--- src/rtl/svlen_pkg.sv ---
package svlen_pkg;

  typedef enum logic [1:0] {
    SEL_MAXLEN = 2'd0,
    SEL_VLEN   = 2'd1,
    SEL_SUBLEN = 2'd2,
    SEL_STATE  = 2'd3
  } csr_sel_e;

  typedef enum logic [1:0] {
    OP_READ = 2'd0,
    OP_WREG = 2'd1,
    OP_WIMM = 2'd2,
    OP_RSVD = 2'd3
  } csr_op_e;

endpackage

--- src/rtl/svlen_rst_sync.sv ---
module svlen_rst_sync (
  input  logic clk,
  input  logic arst_ni,
  output logic srst_no
);
  logic [1:0] sync_q;

  always_ff @(posedge clk or negedge arst_ni) begin
    if (!arst_ni) sync_q <= 2'b00;
    else          sync_q <= {sync_q[0], 1'b1};
  end

  assign srst_no = sync_q[1];
endmodule

--- src/rtl/svlen_len_legal.sv ---
// Forms the requested length from the register or immediate operand and
// flags values outside 1..LIMIT.
module svlen_len_legal #(
  parameter int XLEN  = 64,
  parameter int IMMW  = 5,
  parameter int LIMIT = 64,
  parameter int OUTW  = 7
) (
  input  logic            use_imm_i,
  input  logic [XLEN-1:0] wdata_i,
  input  logic [IMMW-1:0] imm_i,
  output logic [OUTW-1:0] len_o,
  output logic            bad_o
);
  logic [XLEN-1:0] req;

  always_comb begin
    if (use_imm_i) req = XLEN'(imm_i) + XLEN'(1);
    else           req = wdata_i;
    bad_o = (req == '0) || (req > XLEN'(LIMIT));
    len_o = OUTW'(req);
  end
endmodule

--- src/rtl/svlen_state_codec.sv ---
// Packs the stored fields into the state word and unpacks an incoming word
// with every field clamped against the ones it depends on.
module svlen_state_codec #(
  parameter int XLEN = 64,
  parameter int FW   = 6,
  parameter int SW   = 2
) (
  input  logic [FW-1:0]   mvl_m1_i,
  input  logic [FW-1:0]   vl_m1_i,
  input  logic [FW-1:0]   src_i,
  input  logic [FW-1:0]   dst_i,
  input  logic [SW-1:0]   sv_m1_i,
  input  logic [SW-1:0]   ssv_i,
  input  logic [SW-1:0]   dsv_i,
  output logic [XLEN-1:0] word_o,
  input  logic [XLEN-1:0] word_i,
  output logic [FW-1:0]   mvl_m1_o,
  output logic [FW-1:0]   vl_m1_o,
  output logic [FW-1:0]   src_o,
  output logic [FW-1:0]   dst_o,
  output logic [SW-1:0]   sv_m1_o,
  output logic [SW-1:0]   ssv_o,
  output logic [SW-1:0]   dsv_o
);
  localparam int STW    = 4*FW + 3*SW;
  localparam int SV_LSB = 4*FW;

  logic [STW-1:0] packed_fields;
  logic [FW-1:0]  wide_in  [4];
  logic [SW-1:0]  narrow_in[3];

  assign packed_fields = {dsv_i, ssv_i, sv_m1_i, dst_i, src_i, vl_m1_i, mvl_m1_i};

  generate
    if (XLEN > STW) begin : g_pad
      logic unused_hi;
      assign word_o    = {{(XLEN-STW){1'b0}}, packed_fields};
      assign unused_hi = ^word_i[XLEN-1:STW];
    end else begin : g_nopad
      assign word_o = XLEN'(packed_fields);
    end

    for (genvar i = 0; i < 4; i++) begin : g_wide
      assign wide_in[i] = word_i[i*FW +: FW];
    end
    for (genvar j = 0; j < 3; j++) begin : g_narrow
      assign narrow_in[j] = word_i[SV_LSB + j*SW +: SW];
    end
  endgenerate

  always_comb begin
    mvl_m1_o = wide_in[0];
    vl_m1_o  = (wide_in[1] < wide_in[0]) ? wide_in[1] : wide_in[0];
    src_o    = (wide_in[2] < vl_m1_o) ? wide_in[2] : vl_m1_o;
    dst_o    = (wide_in[3] < vl_m1_o) ? wide_in[3] : vl_m1_o;
    sv_m1_o  = narrow_in[0];
    ssv_o    = (narrow_in[1] < sv_m1_o) ? narrow_in[1] : sv_m1_o;
    dsv_o    = (narrow_in[2] < sv_m1_o) ? narrow_in[2] : sv_m1_o;
  end
endmodule

--- src/rtl/svlen_csr_unit.sv ---
module svlen_csr_unit
  import svlen_pkg::*;
#(
  parameter int XLEN   = 64,
  parameter int SUBMAX = 4,
  parameter int IMMW   = 5
) (
  input  logic                       clk,
  input  logic                       rst_ni,
  input  logic                       csr_valid_i,
  input  logic [1:0]                 csr_sel_i,
  input  logic [1:0]                 csr_op_i,
  input  logic [XLEN-1:0]            csr_wdata_i,
  input  logic [IMMW-1:0]            csr_imm_i,
  output logic [XLEN-1:0]            csr_rdata_o,
  output logic                       csr_exc_o,
  output logic [$clog2(XLEN):0]      maxlen_o,
  output logic [$clog2(XLEN):0]      vlen_o,
  output logic [$clog2(SUBMAX):0]    subvl_o,
  output logic [$clog2(XLEN)-1:0]    src_offs_o,
  output logic [$clog2(XLEN)-1:0]    dst_offs_o,
  output logic [$clog2(SUBMAX)-1:0]  src_suboffs_o,
  output logic [$clog2(SUBMAX)-1:0]  dst_suboffs_o
);
  localparam int FW  = $clog2(XLEN);
  localparam int LW  = FW + 1;
  localparam int SW  = $clog2(SUBMAX);
  localparam int SVW = SW + 1;

  logic srst_n;

  // stored state, lengths minus one
  logic [FW-1:0] mvl_q, vl_q, src_q, dst_q;
  logic [SW-1:0] sv_q, ssv_q, dsv_q;
  logic [FW-1:0] mvl_d, vl_d, src_d, dst_d;
  logic [SW-1:0] sv_d, ssv_d, dsv_d;
  logic          upd_en;

  csr_sel_e sel;
  csr_op_e  op;
  logic     is_wr, use_imm;

  logic [LW-1:0]   len_req, cur_max, cur_vl, vl_grant;
  logic            len_bad;
  logic [SVW-1:0]  sub_req, cur_sub;
  logic            sub_bad;
  logic [FW-1:0]   mvl_new, vl_clip;

  logic [XLEN-1:0] st_word_rd, st_word_wr;
  logic [FW-1:0]   st_mvl, st_vl, st_src, st_dst;
  logic [SW-1:0]   st_sv, st_ssv, st_dsv;

  svlen_rst_sync u_rst (
    .clk     (clk),
    .arst_ni (rst_ni),
    .srst_no (srst_n)
  );

  assign sel     = csr_sel_e'(csr_sel_i);
  assign op      = csr_op_e'(csr_op_i);
  assign is_wr   = (op == OP_WREG) || (op == OP_WIMM);
  assign use_imm = (op == OP_WIMM);

  svlen_len_legal #(
    .XLEN (XLEN), .IMMW (IMMW), .LIMIT (XLEN), .OUTW (LW)
  ) u_len_chk (
    .use_imm_i (use_imm),
    .wdata_i   (csr_wdata_i),
    .imm_i     (csr_imm_i),
    .len_o     (len_req),
    .bad_o     (len_bad)
  );

  svlen_len_legal #(
    .XLEN (XLEN), .IMMW (IMMW), .LIMIT (SUBMAX), .OUTW (SVW)
  ) u_sub_chk (
    .use_imm_i (use_imm),
    .wdata_i   (csr_wdata_i),
    .imm_i     (csr_imm_i),
    .len_o     (sub_req),
    .bad_o     (sub_bad)
  );

  assign st_word_wr = use_imm ? XLEN'(csr_imm_i) : csr_wdata_i;

  svlen_state_codec #(
    .XLEN (XLEN), .FW (FW), .SW (SW)
  ) u_codec (
    .mvl_m1_i (mvl_q),
    .vl_m1_i  (vl_q),
    .src_i    (src_q),
    .dst_i    (dst_q),
    .sv_m1_i  (sv_q),
    .ssv_i    (ssv_q),
    .dsv_i    (dsv_q),
    .word_o   (st_word_rd),
    .word_i   (st_word_wr),
    .mvl_m1_o (st_mvl),
    .vl_m1_o  (st_vl),
    .src_o    (st_src),
    .dst_o    (st_dst),
    .sv_m1_o  (st_sv),
    .ssv_o    (st_ssv),
    .dsv_o    (st_dsv)
  );

  // current exact values and derived candidates
  assign cur_max  = LW'(mvl_q) + LW'(1);
  assign cur_vl   = LW'(vl_q) + LW'(1);
  assign cur_sub  = SVW'(sv_q) + SVW'(1);
  assign vl_grant = (len_req < cur_max) ? len_req : cur_max;
  assign mvl_new  = FW'(len_req - LW'(1));
  assign vl_clip  = (vl_q < mvl_new) ? vl_q : mvl_new;

  // next state and response
  always_comb begin
    mvl_d       = mvl_q;
    vl_d        = vl_q;
    src_d       = src_q;
    dst_d       = dst_q;
    sv_d        = sv_q;
    ssv_d       = ssv_q;
    dsv_d       = dsv_q;
    csr_rdata_o = '0;
    csr_exc_o   = 1'b0;

    unique case (sel)
      SEL_MAXLEN: begin
        csr_rdata_o = XLEN'(cur_max);
        if (is_wr) begin
          csr_exc_o = len_bad;
          mvl_d     = mvl_new;
          vl_d      = vl_clip;
          src_d     = (src_q < vl_clip) ? src_q : vl_clip;
          dst_d     = (dst_q < vl_clip) ? dst_q : vl_clip;
        end
      end
      SEL_VLEN: begin
        if (is_wr) begin
          csr_exc_o   = len_bad;
          csr_rdata_o = XLEN'(vl_grant);
          vl_d        = FW'(vl_grant - LW'(1));
          src_d       = '0;
          dst_d       = '0;
        end else begin
          csr_rdata_o = XLEN'(cur_vl);
        end
      end
      SEL_SUBLEN: begin
        csr_rdata_o = XLEN'(cur_sub);
        if (is_wr) begin
          csr_exc_o = sub_bad;
          sv_d      = SW'(sub_req - SVW'(1));
          ssv_d     = '0;
          dsv_d     = '0;
        end
      end
      default: begin
        csr_rdata_o = st_word_rd;
        if (is_wr) begin
          mvl_d = st_mvl;
          vl_d  = st_vl;
          src_d = st_src;
          dst_d = st_dst;
          sv_d  = st_sv;
          ssv_d = st_ssv;
          dsv_d = st_dsv;
        end
      end
    endcase

    if (!csr_valid_i) begin
      csr_exc_o   = 1'b0;
      csr_rdata_o = '0;
    end else if (csr_exc_o) begin
      csr_rdata_o = '0;
    end
  end

  assign upd_en = csr_valid_i && is_wr && !csr_exc_o;

  always_ff @(posedge clk or negedge srst_n) begin
    if (!srst_n) begin
      mvl_q <= FW'(XLEN - 1);
      vl_q  <= '0;
      src_q <= '0;
      dst_q <= '0;
      sv_q  <= '0;
      ssv_q <= '0;
      dsv_q <= '0;
    end else if (upd_en) begin
      mvl_q <= mvl_d;
      vl_q  <= vl_d;
      src_q <= src_d;
      dst_q <= dst_d;
      sv_q  <= sv_d;
      ssv_q <= ssv_d;
      dsv_q <= dsv_d;
    end
  end

  assign maxlen_o      = cur_max;
  assign vlen_o        = cur_vl;
  assign subvl_o       = cur_sub;
  assign src_offs_o    = src_q;
  assign dst_offs_o    = dst_q;
  assign src_suboffs_o = ssv_q;
  assign dst_suboffs_o = dsv_q;

endmodule

--- config.mk ---
export PLATFORM = sky130hd
export DESIGN_NAME = svlen_csr_unit
export DESIGN_NICKNAME = d
export VERILOG_FILES = /design/src/rtl/svlen_pkg.sv /design/src/rtl/svlen_rst_sync.sv /design/src/rtl/svlen_len_legal.sv /design/src/rtl/svlen_state_codec.sv /design/src/rtl/svlen_csr_unit.sv
export SDC_FILE = /design/constraint.sdc
export NUM_CORES = 1
export LEC_CHECK = 0
export BUFFER_PORTS_ARGS = -buffer_cell sky130_fd_sc_hd__buf_2
export CAP_MARGIN = 15
export CORE_MARGIN = 2
export CORE_UTILIZATION = 47
export DETAILED_ROUTE_END_ITERATION = 7
export PLACE_DENSITY = 0.86
export SLEW_MARGIN = 25
export SYNTH_ARGS = -nofsm -noshare
export SYNTH_HDL_FRONTEND = slang
export SYNTH_SLANG_ARGS = --single-unit
--- constraint.sdc ---
create_clock -name clk -period 4.95 [get_ports clk]
set_clock_uncertainty 0.2 [all_clocks]
set_input_delay 0.99 -clock clk [delete_from_list [all_inputs] [get_ports clk]]
set_output_delay 0.99 -clock clk [all_outputs]
set_load 0.005 [all_outputs]
==> metrics.cfg, run 1 <==
[outcome]
run_status=finished, violations left
violations=setup timing

[worst_setup_path]
cp_cell_sequence=buf_8, inv_12, ha_4, buf_6, and2_4, mux2i_4, and2_4, buf_4, xnor2_4, ha_4, o211ai_1, a21oi_1, a211o_1, maj3_2, o21a_4, mux2i_4, ha_1, o21a_1, o221ai_2, a21o_1, a21oi_4, mux2_4
worst-path-max-fanout=6
crit_type=primary input to register
cp-startpoint=csr_op_i[0]
slowest_delay_ns=0.34
path_buf_inv=4
crit_path_end_kind=register
r2r_start=mvl_q[0]
crit_slowest_cell=maj3_2
r2r_slack_ns=0.93
required_ns=4.94
cp_top_family=compound AO/OA/AOI/OAI gates
crit_arrival_ns=5.15
critPathLaunchType=primary input

[timing]
slew_headroom_pct=44.6
setup_viol=19
hold_viol_final=0
fmax_mhz=194
layout_setup_ws_ns=-0.206
period_needed_ns=5.16
fin_crit_sh_pct=104
whs_ns=0.0703
worst_pin_slew_ns=0.832
slew_viol_final=0
rsz0062_at_grt=true

[synth]
ys_warn_count=0
synth_top_area_cell=dfrtp_1
synthTopCellsByArea=dfrtp_1 14%, ha_1 12%, buf_4 7.9%, mux2i_1 4.9%, o21ai_0 4.4%
syn-cell-area_sq_um=4730
synth.distinct_cells=70
syn_area_per_cell_sq_um=7.96
synth_seq_cells=32
synth_edf_count=0
async_reset_ff_share_pct=100
netlist.area_leader.share_pct=13.8
ys.flop_type=dfrtp_1
ys_seq_area_share_pct=17.1
synthCells=594

[grt]
grt_max_degree=31
grt_pass1_wl_um=24600
antenna_found_initial=0
track_usage_pct=27.6
grt_pass1_vias=5057
grt-ovfl-total=0

[layout]
diodes=0
fin_cells=924
fin_nets=911
area_delta_synth_final_pct=35.8
nFillCells=760
drive_gt1_share_pct=42.9

[route]
routed_wl_um=17100
drc_errors=0
wire_per_inst_um=18.5
vias=5467
viasPerCell=5.92
ant_nets=0
dr.pass1.iters=8
first_iter_violations=664

[min_path]
min_path_type=register to asynchronous set/reset pin

[floorplan]
start_util_pct=48.4
chipHeight_um=104
rows=36
dieArea_sq_um=10900
core_area_sq_um=9770
die_w_um=104
io_pins=174

[place]
port_buffers=139
gp_congestion=0.945
place_hpwl_um=12000
dp.cells=893

[cts]
cts_tree=built
cts_inserted_buffers=5
clk_latency_ns=0.30
cts.htree.levels=2
clk_pin_slew_ns=0.09
cts-root-buf=clkbuf_8
cts.path.max_buffers=2
ctsHoldBuffers=0
cts.sinks=32

[flow_run]
drv_cap=0

[pwr]
vdd_drop_max_v=0.000189
p_leak_nw=3.26
pwr_density_cell_nw_per_um2=394

[layout by cell type, fill, tap and decap left out, types with 7 or more instances in the layout]
cell | Yosys | final
nor4_1 | 14 | 14
xnor2_1 | 12 | 10
and3_1 | 28 | 28
ha_4 | 0 | 8
nand3_1 | 11 | 11
nand2_1 | 36 | 35
a21oi_1 | 24 | 23
buf_2 | 3 | 138
o21ai_0 | 42 | 32
ha_1 | 45 | 37
a21o_1 | 8 | 8
mux2_2 | 15 | 12
o21a_1 | 9 | 7
conb_1 | 2 | 35
nor2_1 | 45 | 44
dfrtp_1 | 26 | 26
buf_4 | 50 | 81
o21ai_2 | 3 | 7
nor2b_1 | 25 | 20
mux2i_1 | 23 | 18
nand2b_1 | 13 | 10
mux2_4 | 6 | 11
o211ai_1 | 7 | 7
buf_6 | 3 | 10
a31oi_1 | 10 | 10
inv_1 | 33 | 29
[Yosys cell counts (11+ instances only)]
cell type,n
a21oi_1,24
and3_1,28
buf_4,50
clkbuf_1,19
dfrtp_1,26
ha_1,45
inv_1,33
mux2_2,15
mux2i_1,23
nand2_1,36
nand2b_1,13
nand3_1,11
nor2_1,45
nor2b_1,25
nor4_1,14
o21ai_0,42
xnor2_1,12
[worst register-to-register path: cells and delay by family (launching register included)]
kind / cells / cell delay [ns]
AND/OR/NAND/NOR: 4 / 0.35
XOR/XNOR: 2 / 0.32
adder cells (fa/ha/maj): 2 / 0.40
multiplexers: 1 / 0.30
buffers and inverters: 4 / 0.60
AO/OA/AOI/OAI: 4 / 1.12
flip-flops: 1 / 0.60
[report_power, final]
group	total, mW	switching [mW]	internal (mW)
registers	0.555	0.181	0.374
logic	1.71	0.855	0.852
clock network	0.270	0.121	0.149
total	2.53	1.16	1.38
[state kept, by name, summed over array words and instances (netlist names)]
signal and cells:
sv_q 2, vl_q 6, src_suboffs_o 2, dst_suboffs_o 2, u_rst.sync_q 2, dst_offs_o 6
src_offs_o 6, mvl_q 6
[worst paths after layout]
path / end / cells after the start
worst max register to register: vl_q[3] / 17
worst max-delay path: src_offs_o[5] / 22
worst min register to register: src_offs_o[0] / 1
max in group asynchronous: mvl_q[3] / 1
min in group clk: u_rst.sync_q[1] / 0
worst min-delay path: src_offs_o[0] / 1
[routing by layer]
metal	global-route usage [%]	vias up	routed length, um
li1	-	2450	-
met1	34.1	2522	6470
met2	47.6	401	8130
met3	3.70	94	1650
met4	12.6	0	885
met5	0	-	0
[metrics by stage]
stage	setup slack (ns)	power [mW]	utilization (%)	cell area [sq um]	setup TNS, ns
3_3_place_gp	-0.217	1.95	59.7	5840	-3.15
2_1_floorplan	-0.0748	1.51	-	4950	-0.457
6_report	-0.206	2.53	65.7	6420	-2.45
5_1_grt	-0.311	2.67	65.7	6420	-4.08
3_5_place_dp	-0.317	1.99	59.7	5840	-4.73
4_1_cts	-0.119	2.31	62.5	6110	-0.640
[timing repair]
action / CTS / global route
setup buffers: 12 / 13
pin swaps: 13 / 37
cloned: 0 / 0
setup endpoints to repair: 16 / 20
resized for setup: 23 / 50
[kinds of logic after synthesis]
| logic type | after synthesis | synth area share (%) |
|---|---|---|
| other | 2 | 0.159 |
| and+or+nand+nor | 198 | 22.2 |
| xor gates and xnor gates | 17 | 3.31 |
| buffers and inverters | 109 | 13.2 |
| muxes | 48 | 11.3 |
| DFF | 32 | 17.1 |
| AOI/OAI and AO/OA | 142 | 20.6 |
| adders and majority gates | 46 | 12.1 |
[area by class of cell]
type,instances,area (sq um),share of cell area [%]
multi-input combinational,486,3750,58.4
inverter,34,145,2.26
sequential,32,808,12.6
tap,133,166,2.59
timing repair buffer,231,1440,22.4
clock buffer,5,68.8,1.07
clock inverter,3,42.5,0.662
Power figures use the tool's default switching activity.
==> inputs of run 2 (changes only) <==
Settings changed: CORE_MARGIN 2 to unset.
==> run 2 against run 1 <==
Against the previous run: the flow still finishes with violations (setup timing); cell count decreased by 0.43%; register-to-register slack about the same; count of clock-buffer cells in the layout unchanged; clock power decreased by 4%; highest routed layer unchanged; wire length increased by 0.57%; largest cell class unchanged; hold slack got worse by 0.00074 ns.
==> metrics.cfg, run 2 (synthesis results as in run 1) <==
[layout]
area_delta_synth_final_pct=34.5
final_cell_mix=137 x buf_2, 81 x buf_4, 44 x nor2_1, 40 x ha_1, 35 x conb_1
diodes=0
fin_cells=920
drive_gt1_share_pct=42.9
nFillCells=740
fin_nets=907
final_common_cell=buf_2

[pwr]
switchingPower_mw=1.16
pwr_density_cell_nw_per_um2=394
vdd_drop_max_v=0.000169
p_seq_share_pct=22.3
intPower_mw=1.35
p_leak_nw=3.26
power_switching_share_pct=46.1
pwr-share-clk_pct=10.3
power_frac_comb_pct=67.3

[timing]
slew_headroom_pct=41.4
worst_pin_slew_ns=0.879
period_needed_ns=5.10
rsz0062_at_grt=true
setup_viol=11
slew_viol_final=0
fin_crit_sh_pct=103
layout_setup_ws_ns=-0.155
whs_ns=0.0695
hold_viol_final=0
fmax_mhz=196

[worst_setup_path]
slowest_delay_ns=0.27
worst-path-max-fanout=7
critPathLaunchType=primary input
crit_type=primary input to primary output
crit_path_end_kind=primary output
cp_cell_sequence=buf_8, inv_12, ha_4, buf_12, nand2b_4, mux2_4, and2_4, inv_4, ha_4, o21a_1, o221a_2, o21ai_2, nand2b_4, buf_6, mux2i_1, o21ai_1, nand2_1, a21oi_1, buf_2
crit_slowest_cell=mux2_4
crit_arrival_ns=3.91
required_ns=3.76

[grt]
track_usage_pct=29.9
grt_pass1_vias=4900
grt_pass1_wl_um=24000
grt-ovfl-total=0
grt_max_degree=32
antenna_found_initial=0

[place]
dp.cells=891
gp_congestion=0.954
port_buffers=139
place_hpwl_um=11600

[floorplan]
start_util_pct=48.4
core_area_sq_um=9770
rows=36
dieArea_sq_um=10500
io_pins=174
die_w_um=102
chipHeight_um=102

[min_path]
min_path_type=register to asynchronous set/reset pin

[route]
wire_per_inst_um=18.7
drc_errors=0
dr.pass1.iters=8
vias=5550
ant_nets=0
routed_wl_um=17200
first_iter_violations=528
viasPerCell=6.03

[outcome]
run_status=finished, violations left
violations=setup timing

[cts]
cts_inserted_buffers=5
cts.path.max_buffers=2
ctsHoldBuffers=0
clk_latency_ns=0.29
cts-root-buf=clkbuf_8
cts.htree.levels=2
clk_pin_slew_ns=0.08
cts_tree=built
cts.sinks=32

[flow_run]
drv_cap=0

-- run 2: changes by cell type in the layout (fill, tap and decap cells not counted), moves of 2 or more --
cell / before / now
o21ai_0: 32 / 26
buf_6: 10 / 6
o21ai_2: 7 / 11
ha_1: 37 / 40
ha_4: 8 / 5
a21oi_1: 23 / 21
a21oi_2: 1 / 3
mux2_4: 11 / 13
nor2b_1: 20 / 22
nor2b_2: 2 / 0
o21ai_1: 6 / 8
xnor2_2: 0 / 2
xnor2_4: 2 / 0
-- run 2: critical path: cells and delay by family --
kind                     cells  cell delay (ns)
AO/OA/AOI/OAI                5             1.00
adder cells (fa/ha/maj)      2             0.38
buffers and inverters        6             0.65
multiplexers                 2             0.43
AND/OR/NAND/NOR              4             0.43
-- run 2: power by group through the flow --
stage | registers (mW) | logic, mW | clock network [mW]
3_3_place_gp | 0.541 | 1.39 | 0
2_1_floorplan | 0.469 | 1.04 | 0
6_report | 0.560 | 1.69 | 0.259
4_1_cts | 0.542 | 1.53 | 0.258
5_1_grt | 0.572 | 1.82 | 0.270
3_5_place_dp | 0.544 | 1.44 | 0
-- run 2: final timing paths --
check / start / end / slack (ns) / depth (start not counted)
min in group clk: u_rst.sync_q[0] / u_rst.sync_q[1] / 0.15 / 0
hold reg to reg: u_rst.sync_q[1] / src_offs_o[5] / 0.07 / 1
hold / removal: u_rst.sync_q[1] / src_offs_o[5] / 0.07 / 1
setup reg to reg: mvl_q[0] / vl_q[2] / 0.94 / 18
max in group asynchronous: u_rst.sync_q[1] / mvl_q[4] / 4.15 / 1
setup / recovery: csr_op_i[0] / csr_rdata_o[2] / -0.15 / 19
-- run 2: per-layer routing --
metal / global-route usage (%) / share of wire, %
met1: 35.5 / 36
met2: 52.4 / 47
met5: 0 / 0
met3: 4.04 / 11
met4: 15.5 / 6.3
-- run 2: final cells by class --
type / instances / area [sq um] / share of cell area [%]
clock buffer: 5 / 68.8 / 1.08
clock inverter: 3 / 42.5 / 0.669
inverter: 34 / 144 / 2.26
multi-input combinational: 486 / 3720 / 58.5
sequential: 32 / 808 / 12.7
tap: 133 / 166 / 2.62
timing repair buffer: 227 / 1410 / 22.2
-- run 2: through the flow --
stage / worst slack, ns / instance area, sq um / total power, mW / TNS (ns) / util [%]
after floorplan: -0.0748 / 4950 / 1.51 / -0.457 / -
after global routing: -0.327 / 6360 / 2.66 / -3.08 / 65.1
after global placement: -0.222 / 5830 / 1.93 / -3.17 / 59.7
final: -0.155 / 6360 / 2.51 / -0.642 / 65.1
after detailed placement: -0.337 / 5830 / 1.99 / -5.01 / 59.7
after CTS: 0.0139 / 6170 / 2.33 / 0 / 63.1
-- run 2: timing repair --
item | in CTS | in global routing
buffers inserted | 13 | 8
hold endpoints to repair | 0 | 0
endpoints found under the setup margin | 17 | 19
pin swaps | 14 | 23
gates resized for setup | 33 | 42
==> inputs of run 3 (changes only) <==
==> constraint.sdc (replaced) <==
create_clock -name clk -period 4.95 [get_ports clk]
set_clock_uncertainty 0.2 [all_clocks]
set_input_delay 0.99 -clock clk [delete_from_list [all_inputs] [get_ports clk]]
set_output_delay 0.99 -clock clk [all_outputs]
set_load 0.02 [all_outputs]
==> run 3 against run 2 <==
Against the previous run: the run ends with DRC, setup timing left; total power is 13% higher; sequential share of layout area shrank 0.24 points; via count is essentially flat; non-clock buffer count rose by 7; sequential power rose by 0.7%; clock power is 2% higher; maximum frequency grew 1.5%; highest routed layer unchanged; setup slack improved by 0.076 ns; count of clock-buffer cells in the layout did not move.
==> metrics.cfg, run 3 (synthesis results as in run 1) <==
[outcome]
run_status=finished, violations left
violations=DRC, setup timing

[min_path]
min_path_type=register to asynchronous set/reset pin

[floorplan]
start_util_pct=48.4
core_area_sq_um=9770
die_w_um=102
rows=36
chipHeight_um=102
io_pins=174
dieArea_sq_um=10500

[pwr]
vdd_drop_max_v=0.000224
p_leak_nw=3.26
finalPower_mw=2.84
pwr_density_cell_nw_per_um2=439

[place]
place_hpwl_um=11900
port_buffers=139
dp.cells=897
gp_congestion=0.954
placed_cell_area_sq_um=5870
pre_cts_ws_ns=-0.318

[grt]
grt.busiest_layer=met2
antenna_found_initial=1
track_usage_pct=29.6
use_met2_pct=50.8
grt_use_met1_pct=34.8
gr-usage-met3_pct=6.29
grt_pass1_wl_um=23700
grt_max_degree=31
grt_pass1_vias=4803
grt-ovfl-total=0

[cts]
ctsHoldBuffers=0
cts-root-buf=clkbuf_8
cts.sinks=32
clk_pin_slew_ns=0.08
cts_inserted_buffers=5
cts.path.max_buffers=2
cts_tree=built
clk_latency_ns=0.30
cts.htree.levels=2

[worst_setup_path]
crit_arrival_ns=3.84
path_common_cell=buf_4
crit_path_end_kind=primary output
slowest_delay_ns=0.24
cp_cell_sequence=buf_4, ha_4, and2_4, mux2i_2, buf_4, buf_4, buf_4, buf_4, and4_1, nand4_1, a21oi_1, o32a_1, a21o_1, o21a_2, o21ai_0, a21oi_2, buf_4
critPathLaunchType=primary input
r2r_start=mvl_q[0]
crit_slowest_cell=a21o_1
crit_type=primary input to primary output
worst-path-max-fanout=7
reg2reg_depth=17
required_ns=3.76
r2r_slack_ns=1.14
rr_endpoint=vl_q[2]

[timing]
layout_setup_ws_ns=-0.0789
rsz0062_at_grt=true
whs_ns=0.0697
fmax_mhz=199
slew_viol_final=0
worst_pin_slew_ns=0.753
fin_crit_sh_pct=102
period_needed_ns=5.03
slew_headroom_pct=49.8
setup_viol=15
tns_ns=-0.718
hold_viol_final=0

[layout]
final_util_pct=66.3
fin_area_sq_um=6480
fin_cells=928
area_delta_synth_final_pct=37.1
final_common_cell=buf_2
drive_gt1_share_pct=44.2
final_cell_mix=132 x buf_2, 96 x buf_4, 43 x nor2_1, 36 x ha_1, 35 x conb_1
fin_nets=914
nFillCells=741

[route]
viasPerCell=5.98
drc_errors=6
vias=5548
dr.pass1.iters=8
ant_nets=0
first_iter_violations=806
routed_wl_um=17800
wire_per_inst_um=19.2

[flow_run]
drv_cap=0

-- run 3: worst max-delay path by stage --
stage | startpoint | end | slack (ns) | cells after the start
4_1_cts | csr_op_i[1] | csr_rdata_o[4] | -0.06 | 17
2_1_floorplan | csr_op_i[0] | src_offs_o[0] | -0.07 | 24
3_5_place_dp | csr_op_i[0] | dst_offs_o[2] | -0.32 | 22
5_1_grt | csr_op_i[1] | csr_rdata_o[2] | -0.20 | 17
6_report | csr_op_i[1] | csr_rdata_o[2] | -0.08 | 17
3_3_place_gp | csr_op_i[0] | src_offs_o[5] | -0.22 | 21
-- run 3: layer usage --
layer / wire length [um] / vias up / part of all wire [%]
li1: - / 2448 / -
met1: 6540 / 2551 / 37
met2: 8270 / 425 / 47
met3: 1840 / 124 / 10
met4: 1120 / 0 / 6.3
met5: 0 / - / 0
-- run 3: worst max-delay path, delay by kind of cell --
| family | cells | cell delay [ns] |
|---|---|---|
| multiplexers | 1 | 0.16 |
| AO/OA/AOI/OAI | 6 | 1.22 |
| adder cells (fa/ha/maj) | 1 | 0.20 |
| AND/OR/NAND/NOR | 3 | 0.55 |
| buffers and inverters | 6 | 0.72 |
-- run 3: what timing repair did --
| item | CTS | global route |
|---|---|---|
| resized for setup | 25 | 53 |
| hold endpoints to repair | 0 | 0 |
| buffers inserted | 14 | 8 |
| endpoints found under the setup margin | 16 | 19 |
| pin swaps | 16 | 29 |
-- run 3: area by class of cell --
class	count	area [sq um]	area share [%]
multi-input cells	486	3780	58.3
repair buffers	234	1470	22.7
flip-flops and latches	32	808	12.5
well taps	133	166	2.57
inverters	34	148	2.28
clock buffers	5	68.8	1.06
clock inverters	3	42.5	0.656
diodes	1	2.50	0.0386
-- run 3: power breakdown --
| group | internal (mW) | switching (mW) | total, mW |
|---|---|---|---|
| combinational | 0.909 | 1.11 | 2.02 |
| sequential | 0.374 | 0.189 | 0.564 |
| clock | 0.149 | 0.113 | 0.263 |
